===== config.mk =====
export PLATFORM = sky130hd
export DESIGN_NAME = grp_irq_ctrl
export DESIGN_NICKNAME = d
export VERILOG_FILES = /design/src/rtl/irq_grp_pkg.sv /design/src/rtl/irq_grp_bank.sv /design/src/rtl/irq_lvl_merge.sv /design/src/rtl/irq_id_arb.sv /design/src/rtl/grp_irq_ctrl.sv
export SDC_FILE = /design/constraint.sdc
export NUM_CORES = 1
export LEC_CHECK = 0
export BUFFER_PORTS_ARGS = -buffer_cell sky130_fd_sc_hd__buf_2
export CAP_MARGIN = 10
export CORE_UTILIZATION = 55
export CTS_CLUSTER_SIZE = 25
export DETAILED_ROUTE_END_ITERATION = 16
export GPL_TIMING_DRIVEN = 0
export PLACE_DENSITY = 0.77
export RECOVER_POWER = 100
export SETUP_SLACK_MARGIN = 0.3
export SKIP_CTS_REPAIR_TIMING = 1
export SYNTH_ARGS = -nofsm -noshare
export SYNTH_HDL_FRONTEND = slang
export SYNTH_HIERARCHICAL = 1
export SYNTH_SLANG_ARGS = --single-unit

===== constraint.sdc =====
create_clock -name clk_i -period 38.3 [get_ports clk_i]
set_clock_uncertainty 0.2 [all_clocks]
set_input_delay 1.915 -clock clk_i [delete_from_list [all_inputs] [get_ports clk_i]]
set_output_delay 1.915 -clock clk_i [all_outputs]
set_load 0.005 [all_outputs]

===== src/rtl/irq_grp_pkg.sv =====
package irq_grp_pkg;
  localparam int FACT_N = 4;
  localparam int LVL_N  = 7;
  localparam int LVL_W  = 3;
  localparam int DATA_W = 16;
  localparam logic [LVL_W-1:0]  LVL_MAX  = LVL_W'(LVL_N - 1);
  localparam logic [FACT_N-1:0] NMI_LIVE = 4'b0111;

  typedef enum logic [1:0] {
    SEL_LVL  = 2'd0,
    SEL_EN   = 2'd1,
    SEL_PEND = 2'd2,
    SEL_ID   = 2'd3
  } reg_sel_e;
endpackage


===== src/rtl/irq_grp_bank.sv =====
module irq_grp_bank
  import irq_grp_pkg::*;
#(
  parameter bit IS_NMI = 1'b0
) (
  input  logic              clk_i,
  input  logic              rst_ni,
  input  logic [FACT_N-1:0] req_i,
  input  logic              lvl_we_i,
  input  logic              en_we_i,
  input  logic              clr_we_i,
  input  logic [FACT_N-1:0] wdata_i,
  output logic [LVL_W-1:0]  lvl_o,
  output logic [FACT_N-1:0] en_o,
  output logic [FACT_N-1:0] pend_o,
  output logic [FACT_N-1:0] hit_o
);
  localparam logic [FACT_N-1:0] LIVE = IS_NMI ? NMI_LIVE : {FACT_N{1'b1}};

  logic [FACT_N-1:0] req_q, pend_q, rise, clr_mask;

  assign rise     = req_i & ~req_q & LIVE;
  assign clr_mask = clr_we_i ? wdata_i : '0;

  // set beats clear when both land on one edge
  always_ff @(posedge clk_i or negedge rst_ni) begin
    if (!rst_ni) begin
      req_q  <= '0;
      pend_q <= '0;
    end else begin
      req_q  <= req_i;
      pend_q <= (pend_q & ~clr_mask) | rise;
    end
  end

  assign pend_o = pend_q;
  assign hit_o  = pend_q & en_o;

  if (IS_NMI) begin : g_nmi
    logic unused_we;
    assign unused_we = lvl_we_i ^ en_we_i;
    assign en_o  = NMI_LIVE;
    assign lvl_o = '0;

    p_rsvd_zero_r8: assert property (@(posedge clk_i) disable iff (!rst_ni)
      req_i[FACT_N-1] |=> !pend_o[FACT_N-1]);
  end else begin : g_mask
    logic [FACT_N-1:0] en_q;
    logic [LVL_W-1:0]  lvl_q;
    always_ff @(posedge clk_i or negedge rst_ni) begin
      if (!rst_ni) begin
        en_q  <= '0;
        lvl_q <= LVL_MAX;
      end else begin
        if (en_we_i) en_q <= wdata_i;
        if (lvl_we_i && (wdata_i[LVL_W-1:0] <= LVL_MAX)) lvl_q <= wdata_i[LVL_W-1:0];
      end
    end
    assign en_o  = en_q;
    assign lvl_o = lvl_q;

    p_lvl_range_r9: assert property (@(posedge clk_i) disable iff (!rst_ni)
      lvl_o <= LVL_MAX);
    p_bad_lvl_kept_r9: assert property (@(posedge clk_i) disable iff (!rst_ni)
      (lvl_we_i && wdata_i[LVL_W-1:0] > LVL_MAX) |=> $stable(lvl_o));
  end

  for (genvar f = 0; f < FACT_N; f++) begin : g_fact
    if (LIVE[f]) begin : g_live
      p_rise_sets_r2: assert property (@(posedge clk_i) disable iff (!rst_ni)
        $rose(req_i[f]) |=> pend_o[f]);
      p_w1c_r3: assert property (@(posedge clk_i) disable iff (!rst_ni)
        (clr_we_i && wdata_i[f] && !(req_i[f] && !req_q[f])) |=> !pend_o[f]);
    end
  end
endmodule


===== src/rtl/irq_lvl_merge.sv =====
module irq_lvl_merge
  import irq_grp_pkg::*;
#(
  parameter int GRP_N = 19
) (
  input  logic                   clk_i,
  input  logic                   rst_ni,
  input  logic [GRP_N-1:0]       hit_any_i,
  input  logic [GRP_N*LVL_W-1:0] lvl_i,
  output logic                   nmi_o,
  output logic [LVL_N-1:0]       lvl_req_o
);
  logic unused_lvl0;
  assign unused_lvl0 = ^lvl_i[LVL_W-1:0];

  assign nmi_o = hit_any_i[0];

  always_comb begin
    lvl_req_o = '0;
    for (int g = 1; g < GRP_N; g++) begin
      for (int l = 0; l < LVL_N; l++) begin
        if (hit_any_i[g] && (lvl_i[g*LVL_W +: LVL_W] == LVL_W'(l))) lvl_req_o[l] = 1'b1;
      end
    end
  end

  p_lvl_src_r4: assert property (@(posedge clk_i) disable iff (!rst_ni)
    (|lvl_req_o) |-> (|hit_any_i[GRP_N-1:1]));
  p_nmi_src_r6: assert property (@(posedge clk_i) disable iff (!rst_ni)
    (!hit_any_i[0]) |-> !nmi_o);
endmodule


===== src/rtl/irq_id_arb.sv =====
module irq_id_arb
  import irq_grp_pkg::*;
#(
  parameter int GRP_N = 19,
  parameter int GRP_W = 5
) (
  input  logic                    clk_i,
  input  logic                    rst_ni,
  input  logic [GRP_N*FACT_N-1:0] hit_i,
  input  logic [GRP_N*LVL_W-1:0]  lvl_i,
  output logic                    id_valid_o,
  output logic [GRP_W-1:0]        id_grp_o,
  output logic [FACT_N-1:0]       id_mask_o
);
  logic [LVL_W:0] best, rank;

  // rank 0 is the NMI group, maskable level L ranks L+1; strict compare keeps lowest group on ties
  always_comb begin
    id_valid_o = 1'b0;
    id_grp_o   = '0;
    id_mask_o  = '0;
    best       = '1;
    rank       = '0;
    for (int g = 0; g < GRP_N; g++) begin
      rank = (g == 0) ? '0 : ({1'b0, lvl_i[g*LVL_W +: LVL_W]} + 1'b1);
      if ((|hit_i[g*FACT_N +: FACT_N]) && (rank < best)) begin
        best       = rank;
        id_valid_o = 1'b1;
        id_grp_o   = GRP_W'(g);
        id_mask_o  = hit_i[g*FACT_N +: FACT_N];
      end
    end
  end

  p_id_range_r10: assert property (@(posedge clk_i) disable iff (!rst_ni)
    id_valid_o |-> (id_grp_o < GRP_W'(GRP_N)));
  p_id_empty_r10: assert property (@(posedge clk_i) disable iff (!rst_ni)
    (hit_i == '0) |-> !id_valid_o);
endmodule


===== src/rtl/grp_irq_ctrl.sv =====
module grp_irq_ctrl
  import irq_grp_pkg::*;
#(
  parameter int GRP_N  = 19,
  parameter int GRP_W  = $clog2(GRP_N),
  parameter int ADDR_W = GRP_W + 2
) (
  input  logic                    clk_i,
  input  logic                    rst_ni,
  input  logic [GRP_N*FACT_N-1:0] req_i,
  input  logic                    wr_en_i,
  input  logic [ADDR_W-1:0]       addr_i,
  input  logic [DATA_W-1:0]       wdata_i,
  output logic [DATA_W-1:0]       rdata_o,
  output logic                    nmi_o,
  output logic [LVL_N-1:0]        lvl_req_o
);
  logic [GRP_W-1:0]          a_grp;
  reg_sel_e                  a_sel;
  logic                      a_ok;
  logic [GRP_N*LVL_W-1:0]    lvl_all;
  logic [GRP_N*FACT_N-1:0]   en_all, pend_all, hit_all;
  logic [GRP_N-1:0]          hit_any;
  logic                      id_valid;
  logic [GRP_W-1:0]          id_grp;
  logic [FACT_N-1:0]         id_mask;
  logic                      unused_wdata;

  assign a_grp = addr_i[ADDR_W-1:2];
  assign a_sel = reg_sel_e'(addr_i[1:0]);
  assign a_ok  = (a_grp < GRP_W'(GRP_N));
  assign unused_wdata = ^wdata_i[DATA_W-1:FACT_N];

  for (genvar g = 0; g < GRP_N; g++) begin : g_grp
    logic sel_g;
    assign sel_g = wr_en_i && a_ok && (a_grp == GRP_W'(g));
    irq_grp_bank #(.IS_NMI(g == 0)) u_bank (
      .clk_i    (clk_i),
      .rst_ni   (rst_ni),
      .req_i    (req_i[g*FACT_N +: FACT_N]),
      .lvl_we_i (sel_g && (a_sel == SEL_LVL)),
      .en_we_i  (sel_g && (a_sel == SEL_EN)),
      .clr_we_i (sel_g && (a_sel == SEL_PEND)),
      .wdata_i  (wdata_i[FACT_N-1:0]),
      .lvl_o    (lvl_all[g*LVL_W +: LVL_W]),
      .en_o     (en_all[g*FACT_N +: FACT_N]),
      .pend_o   (pend_all[g*FACT_N +: FACT_N]),
      .hit_o    (hit_all[g*FACT_N +: FACT_N])
    );
    assign hit_any[g] = |hit_all[g*FACT_N +: FACT_N];
  end

  irq_lvl_merge #(.GRP_N(GRP_N)) u_merge (
    .clk_i     (clk_i),
    .rst_ni    (rst_ni),
    .hit_any_i (hit_any),
    .lvl_i     (lvl_all),
    .nmi_o     (nmi_o),
    .lvl_req_o (lvl_req_o)
  );

  irq_id_arb #(.GRP_N(GRP_N), .GRP_W(GRP_W)) u_arb (
    .clk_i      (clk_i),
    .rst_ni     (rst_ni),
    .hit_i      (hit_all),
    .lvl_i      (lvl_all),
    .id_valid_o (id_valid),
    .id_grp_o   (id_grp),
    .id_mask_o  (id_mask)
  );

  always_comb begin
    rdata_o = '0;
    if (a_ok) begin
      for (int g = 0; g < GRP_N; g++) begin
        if (a_grp == GRP_W'(g)) begin
          unique case (a_sel)
            SEL_LVL:  rdata_o[LVL_W-1:0]  = lvl_all[g*LVL_W +: LVL_W];
            SEL_EN:   rdata_o[FACT_N-1:0] = en_all[g*FACT_N +: FACT_N];
            SEL_PEND: rdata_o[FACT_N-1:0] = pend_all[g*FACT_N +: FACT_N];
            SEL_ID: begin
              rdata_o[DATA_W-1]      = id_valid;
              rdata_o[8 +: GRP_W]    = id_grp;
              rdata_o[FACT_N-1:0]    = id_mask;
            end
          endcase
        end
      end
    end
  end

  p_nmi_first_r10: assert property (@(posedge clk_i) disable iff (!rst_ni)
    nmi_o |-> (id_valid && id_grp == '0));
  p_quiet_id_r4: assert property (@(posedge clk_i) disable iff (!rst_ni)
    (!nmi_o && lvl_req_o == '0) |-> !id_valid);
  p_lvl_has_id_r4: assert property (@(posedge clk_i) disable iff (!rst_ni)
    (lvl_req_o != '0) |-> id_valid);
endmodule


==> metrics.yaml, run 1 <==
sta:
  fin_crit_sh: 0.938
  min_period_ns: 35.93
  tightest_slew_ns: 6.79
  hold_viol: 0
  clock.fmax_ghz: 0.0278
  rsz0062_at_grt: "no"
  setup_viol: 0
  setup_slack_ns: 2.37
  final_max_slew_viol_count: 256
  fin_setup_tns_ns: 0
  relSlewSlack: -3.53
grt:
  grtUsageTotal: 0.383
  grt_pass1_wl_um: 109000
  grt_max_degree: 131
  antenna_found_initial: 2
  grt-ovfl-total: 0
  grt_pass1_vias: 18300
run:
  drv_cap: 2
layout:
  area_growth_syn_to_layout_pct: 10.6
  antennaDiodeCount: 0
  layout-drive-gt1-share: 0.154
  layout.nets: 2452
drt:
  vias_per_cell: 6.95
  vias: 19400
  routedWlPerCell_um: 26.3
  post-route-drc-count: 0
  drt_iter0_drc: 2327
  wirelength_um: 73600
  dr.pass1.iters: 8
  postRouteAntennaNets: 0
critical_path:
  critical_path.top_delay_family: "compound AO/OA/AOI/OAI gates"
  worst_path_max_delay_cell: "o21ai_0"
  cp-end-kind: "output port"
  cp_common_cell: "ha_1"
  worstPathArrival_ns: 33.82
  startpoint_type: "flop"
  worst_ep_required_time_ns: 36.18
  critical_path_class: "flop to output port"
  cp_max_fo: 10
  crit_path_max_incr_delay_ns: 0.89
  crit_buf_inv: 22
logic_synthesis:
  synth_cells: 2159
  syn_area_sq_um: 20300
  synth-warning-count: 6
  avgSynthCellArea_sq_um: 9.39
floorplan:
  num_io_pins: 126
  die_h_um: 194
  die_area_sq_um: 37600
  std_cell_rows: 69
  fp.dieW_um: 194
  core-area_sq_um: 35900
  initial_core_util: 0.565
power:
  peakVddDrop_mv: 0.0427
  cellPowerDensity_nw_per_um2: 49.7
  power_mw: 1.12
  p_leak_nw: 9.69
outcome:
  status: "finished, violations left"
  violations: "max-capacitance violations, max-slew violations"
clock_network:
  numCtsBuffers: 29
  clock_path_buffers: 3
  cts_max_level: 1
  cts-root-buf: "clkbuf_16"
  tritoncts: "built"
  clock_sinks: 277
  clk_pin_slew_worst_paths_ns: 0.06
  clk-insertion-delay-late_ns: 0.57
min_path:
  min_path_type: "flop to flop"
place:
  pre_cts_ws_ns: 4.50
  dp_hpwl_um: 55200
  globalplace.congestion: 1.04
  portBuffers: 102
-- metal layers --
layer  up-vias  share of wire  track usage
met4         2          0.043        0.155
li1       8441              -            -
met5         -        0.00023            0
met1      9544           0.41        0.543
met2      1230           0.44        0.577
met3       202           0.11       0.0736
-- state kept, by name, indices dropped and copies added (netlist names) --
register and cells:
g_grp.u_bank/pend_o 76, g_grp.u_bank/en_o 72, g_grp.u_bank/req_q 75, g_grp.u_bank/lvl_o 54
-- cells in the final DEF (no fill, tap or decap), types with 22 or more instances in the layout --
master       n
dfrtp_1    241
inv_1      192
nand2_1    183
nor2_1     165
clkbuf_1    89
and2_1      88
o21ai_0     80
a22o_1      79
mux2_2      78
buf_2       57
a21oi_1     57
a21boi_0    57
a2bb2oi_1   54
nand4b_1    50
nor4bb_1    43
ha_1        40
mux4_2      39
mux2i_1     38
dfstp_2     36
nor3_1      35
nand3_1     29
clkbuf_16   29
buf_4       26
a31oi_1     25
and3_1      24
nor4_1      23
o211ai_1    22
or4_1       22
-- power by group --
group	internal [mW]	total, mW	switching [mW]
registers	0.309	0.337	0.0276
logic	0.183	0.477	0.295
clock network	0.175	0.301	0.126
total	0.667	1.12	0.448
-- final cells by class --
type                    count  area (sq um)
fillers                  3021         13500
multi-input cells        1625         12100
flip-flops and latches    277          6980
clock buffers              35           788
inverters                 193           724
well taps                 461           577
repair buffers            109           561
plain buffers              75           430
clock inverters            19           230
-- worst paths after layout --
| check | startpoint | depth (start not counted) | end | slack [ns] |
|---|---|---|---|---|
| max in group asynchronous | rst_ni | 2 | g_grp[15].u_bank/lvl_o[0] | 29.31 |
| min in group asynchronous | rst_ni | 1 | g_grp[1].u_bank/pend_o[1] | 1.41 |
| hold / removal | g_grp[10].u_bank/pend_o[1] | 1 | g_grp[10].u_bank/pend_o[1] | 0.32 |
| setup reg to reg | g_grp[13].u_bank/lvl_o[0] | 1 | g_grp[13].u_bank/lvl_o[0] | 36.96 |
| setup / recovery | g_grp[0].u_bank/pend_o[2] | 132 | rdata_o[1] | 2.37 |
| hold reg to reg | g_grp[10].u_bank/pend_o[1] | 1 | g_grp[10].u_bank/pend_o[1] | 0.32 |
-- per-stage QoR --
stage / utilization / hold WS [ns] / area (sq um) / cells
floorplan: - / 0.271 / 20300 / 2170
CTS: 0.630 / 0.325 / 22600 / 2794
global placement: 0.596 / 0.299 / 21400 / 2733
finish: 0.624 / 0.325 / 22400 / 2794
global route: 0.624 / 0.345 / 22400 / 2794
detailed placement: 0.601 / 0.310 / 21600 / 2740
(Power assumes the default switching activity.)
==> run 2, diff against run 1 <==
==> constraint.sdc (replaced) <==
create_clock -name clk_i -period 39.7 [get_ports clk_i]
set_clock_uncertainty 0.2 [all_clocks]
set_input_delay 1.985 -clock clk_i [delete_from_list [all_inputs] [get_ports clk_i]]
set_output_delay 1.985 -clock clk_i [all_outputs]
set_load 0.005 [all_outputs]
==> metrics.yaml, run 2 (synthesis gave the netlist of run 1 again) <==
outcome:
  status: "finished, violations left"
  violations: "max-capacitance violations, max-slew violations"
layout:
  fin_area_sq_um: 22400
  final_cell_mix: "dfrtp_1 (241), inv_1 (192), nand2_1 (183)"
  layout-drive-gt1-share: 0.153
  mostFrequentLayoutCell: "dfrtp_1"
  layout.nets: 2452
  area_growth_syn_to_layout_pct: 10.5
  antennaDiodeCount: 0
  largest_reg_flops: 76
sta:
  clock.fmax_ghz: 0.0273
  relSlewSlack: -3.52
  rsz0062_at_grt: "no"
  final_max_slew_viol_count: 256
  fin_setup_tns_ns: 0
  fin_crit_sh: 0.922
  setup_slack_ns: 3.12
  min_period_ns: 36.58
  tightest_slew_ns: 6.79
  hold_viol: 0
  setup_viol: 0
grt:
  antenna_found_initial: 2
  grtUsageTotal: 0.383
  grt-ovfl-total: 0
  grt_pass1_vias: 18300
  grt_pass1_wl_um: 109000
  grt_max_degree: 131
clock_network:
  tritoncts: "built"
  cts-root-buf: "clkbuf_16"
  clock_sinks: 277
  clk-insertion-delay-late_ns: 0.57
  cts_max_level: 1
  numCtsBuffers: 29
  clock_path_buffers: 3
  clk_pin_slew_worst_paths_ns: 0.07
drt:
  postRouteAntennaNets: 0
  post-route-drc-count: 0
  drt_iter0_drc: 2271
  wirelength_um: 73300
  vias: 19300
  dr.pass1.iters: 8
  m1WireLength_um: 30300
  met2_length_um: 31900
  routed-wl-met3_um: 7960
  routedWlPerCell_um: 26.3
  top_layer_used: "met5"
  vias_per_cell: 6.91
power:
  swShare: 0.403
  p_int_uw: 643
  p_leak_nw: 9.68
  p_comb_frac: 0.429
  power_mw: 1.08
  p_seq_frac: 0.301
  switchingPower_uw: 434
  cellPowerDensity_nw_per_um2: 48.1
  clkPwrFrac: 0.269
  peakVddDrop_mv: 0.0409
critical_path:
  r2r_setup_slack_ns: 38.34
  worst_r2r_path_depth: 1
  worstReg2RegEnd: "g_grp[4].u_bank/lvl_o[0]"
  cp_max_fo: 10
  cp-end-kind: "output port"
  worstPathArrival_ns: 34.40
  cp_common_cell: "ha_1"
  startpoint_type: "flop"
  worst_path_max_delay_cell: "o21ai_0"
  worst_ep_required_time_ns: 37.51
  crit_path_max_incr_delay_ns: 0.89
  timing.rr.start: "g_grp[4].u_bank/lvl_o[0]"
  critical_path_class: "flop to output port"
floorplan:
  fp.dieW_um: 194
  num_io_pins: 126
  die_area_sq_um: 37600
  initial_core_util: 0.565
  die_h_um: 194
  core-area_sq_um: 35900
  std_cell_rows: 69
min_path:
  min_from: "g_grp[12].u_bank/en_o[2]"
  holdPathEnd: "g_grp[12].u_bank/en_o[2]"
  holdPathStages: 1
  min_path_type: "flop to flop"
run:
  drv_cap: 2
place:
  place_area_sq_um: 21600
  portBuffers: 102
  globalplace.congestion: 1.04
  dp_hpwl_um: 55200
  pre_cts_ws_ns: 5.83
run 2: worst max-delay path by stage:
stage | start | end | slack, ns
2_1_floorplan | g_grp[0].u_bank/pend_o[2] | rdata_o[1] | 11.95
3_3_place_gp | g_grp[0].u_bank/pend_o[2] | rdata_o[1] | 5.68
3_5_place_dp | g_grp[0].u_bank/pend_o[2] | rdata_o[1] | 5.83
4_1_cts | g_grp[0].u_bank/pend_o[2] | rdata_o[1] | 5.06
5_1_grt | g_grp[0].u_bank/pend_o[2] | rdata_o[1] | 1.30
6_report | g_grp[0].u_bank/pend_o[2] | rdata_o[1] | 3.12
run 2: layout make-up:
| type | count | area [sq um] |
|---|---|---|
| Fill cell | 3023 | 13500 |
| Multi-Input combinational cell | 1625 | 12100 |
| Sequential cell | 277 | 6980 |
| Clock buffer | 35 | 788 |
| Inverter | 193 | 724 |
| Tap cell | 461 | 577 |
| Timing Repair Buffer | 109 | 561 |
| Buffer | 75 | 430 |
| Clock inverter | 19 | 230 |
run 2: critical path: cells and delay by family (launching register included):
kind            cells  cell delay, ns
compound gates     59           15.12
fa+ha+maj          17            4.81
buf+inv            22            4.82
flops               1            0.46
mux                 3            0.99
simple gates       31            7.60
run 2: through the flow:
stage	utilization	cells	hold WS, ns
2_1_floorplan	-	2170	0.271
3_3_place_gp	0.596	2733	0.299
3_5_place_dp	0.601	2740	0.310
4_1_cts	0.630	2794	0.325
5_1_grt	0.624	2794	0.345
6_report	0.624	2794	0.325
run 2: power by group through the flow:
stage	registers (mW)	logic [mW]	clock network [mW]
4_1_cts	0.323	0.448	0.292
3_5_place_dp	0.328	0.445	0
5_1_grt	0.325	0.488	0.301
2_1_floorplan	0.315	0.296	0
6_report	0.325	0.462	0.290
3_3_place_gp	0.327	0.426	0
run 2: per-layer routing:
metal,GRT usage,vias up
met1,0.543,9537
met2,0.577,1137
met4,0.155,2
met3,0.0736,199
li1,-,8430
met5,0,-
==> run 3, diff against run 2 <==
--- a/config.mk
+++ b/config.mk
@@ -7,11 +7,11 @@
 export LEC_CHECK = 0
 export BUFFER_PORTS_ARGS = -buffer_cell sky130_fd_sc_hd__buf_2
 export CAP_MARGIN = 10
-export CORE_UTILIZATION = 55
+export CORE_UTILIZATION = 45
 export CTS_CLUSTER_SIZE = 25
 export DETAILED_ROUTE_END_ITERATION = 16
 export GPL_TIMING_DRIVEN = 0
-export PLACE_DENSITY = 0.77
+export PLACE_DENSITY = 0.66
 export RECOVER_POWER = 100
 export SETUP_SLACK_MARGIN = 0.3
 export SKIP_CTS_REPAIR_TIMING = 1
==> metrics.yaml, run 3 (synthesis gave the netlist of run 1 again) <==
outcome:
  status: "finished, violations left"
  violations: "max-capacitance violations, max-slew violations"
critical_path:
  timing.rr.start: "g_grp[3].u_bank/lvl_o[0]"
  worst_r2r_path_depth: 1
  worstReg2RegEnd: "g_grp[3].u_bank/lvl_o[0]"
  worstPathArrival_ns: 34.29
  cp_max_fo: 15
  cp_common_cell: "ha_1"
  r2r_setup_slack_ns: 38.39
  cp-end-kind: "output port"
  critical_path_class: "flop to output port"
  worst_ep_required_time_ns: 37.51
  crit_path_max_incr_delay_ns: 0.98
  worst_path_max_delay_cell: "a31oi_1"
  startpoint_type: "flop"
sta:
  final_max_slew_viol_count: 282
  tightest_slew_ns: 6.49
  setup_slack_ns: 3.23
  hold_viol: 0
  relSlewSlack: -3.32
  fin_crit_sh: 0.919
  setup_viol: 0
  clock.fmax_ghz: 0.0274
  min_period_ns: 36.47
  rsz0062_at_grt: "no"
  fin_setup_tns_ns: 0
min_path:
  holdPathEnd: "g_grp[10].u_bank/en_o[2]"
  min_from: "g_grp[10].u_bank/en_o[2]"
  min_path_type: "flop to flop"
  holdPathStages: 1
layout:
  fin_util: 0.511
  antennaDiodeCount: 0
  area_growth_syn_to_layout_pct: 11.7
  instances_no_fill: 2928
  mostFrequentLayoutCell: "dfrtp_1"
  layout-drive-gt1-share: 0.150
  final_cell_mix: "dfrtp_1 (241), inv_1 (192), nand2_1 (183)"
  fill_cells: 4223
  largest_reg_flops: 76
  layout.nets: 2454
clock_network:
  cts-root-buf: "clkbuf_16"
  tritoncts: "built"
  clk-insertion-delay-late_ns: 0.58
  clock_sinks: 277
  clk_pin_slew_worst_paths_ns: 0.06
  clock_path_buffers: 3
  numCtsBuffers: 30
  cts_max_level: 1
place:
  pre_cts_ws_ns: 5.87
  globalplace.congestion: 0.992
  dp_hpwl_um: 56900
  placed_cells: 2871
  portBuffers: 102
power:
  peakVddDrop_mv: 0.0448
  p_leak_nw: 9.69
  cellPowerDensity_nw_per_um2: 48.9
floorplan:
  die_area_sq_um: 45900
  die_h_um: 214
  initial_core_util: 0.458
  core-area_sq_um: 44300
  std_cell_rows: 77
  fp.dieW_um: 214
  num_io_pins: 126
drt:
  wirelength_um: 76700
  dr.pass1.iters: 6
  routed-wl-met3_um: 7200
  vias_per_cell: 6.55
  m1WireLength_um: 32900
  vias: 19200
  routedWlPerCell_um: 26.2
  post-route-drc-count: 0
  met2_length_um: 33200
  postRouteAntennaNets: 0
  drt_iter0_drc: 2234
  top_layer_used: "met5"
grt:
  grt_max_degree: 125
  antenna_found_initial: 2
  grt_pass1_vias: 18400
  grtUsageTotal: 0.329
  grt-ovfl-total: 0
  grt_pass1_wl_um: 115000
run:
  drv_cap: 3
## run 3: cell type report
| cell class | instances | area (sq um) | area share |
|---|---|---|---|
| sequential | 277 | 6980 | 0.308 |
| multi-input combinational | 1625 | 12100 | 0.535 |
| clock inverter | 12 | 230 | 0.0102 |
| inverter | 193 | 724 | 0.0320 |
| buffer | 75 | 429 | 0.0189 |
| tap | 592 | 741 | 0.0327 |
| timing repair buffer | 110 | 561 | 0.0247 |
| clock buffer | 44 | 865 | 0.0382 |
## run 3: metrics by stage
step                      area, sq um  hold WS (ns)  power (mW)
after global routing            22700         0.341        1.15
after global placement          21600         0.300       0.763
final                           22700         0.323        1.11
after CTS                       22800         0.322        1.10
after detailed placement        21800         0.308       0.781
after floorplan                 20300         0.271       0.611
## run 3: where the power goes
part / total, mW / switching [mW] / leakage (nW) / internal, mW
Clock: 0.314 / 0.124 / 0.517 / 0.190
Combinational: 0.468 / 0.292 / 6.02 / 0.176
Sequential: 0.325 / 0.0267 / 3.15 / 0.298
Total: 1.11 / 0.443 / 9.69 / 0.664
## run 3: worst max path at each step
stage | start | endpoint | slack, ns | depth (start not counted)
final | g_grp[1].u_bank/lvl_o[0] | rdata_o[2] | 3.23 | 130
after CTS | g_grp[1].u_bank/lvl_o[0] | rdata_o[1] | 5.05 | 131
after detailed placement | g_grp[1].u_bank/lvl_o[0] | rdata_o[1] | 5.87 | 131
after global placement | g_grp[1].u_bank/lvl_o[0] | rdata_o[1] | 5.28 | 130
after global routing | g_grp[1].u_bank/lvl_o[0] | rdata_o[2] | 1.17 | 130
after floorplan | g_grp[0].u_bank/pend_o[2] | rdata_o[1] | 11.95 | 126
## run 3: critical path: cells and delay by family, from the launching register on
kind	cells	cell delay [ns]
AO/OA/AOI/OAI	57	14.85
AND/OR/NAND/NOR	31	6.75
buffers and inverters	21	5.19
adder cells (fa/ha/maj)	18	5.19
multiplexers	3	0.94
flip-flops	1	0.76
## run 3: metal layers
layer | GRT usage | up-vias
li1 | - | 8436
met1 | 0.461 | 9573
met2 | 0.497 | 1016
met3 | 0.0670 | 166
met4 | 0.130 | 2
met5 | 0 | -
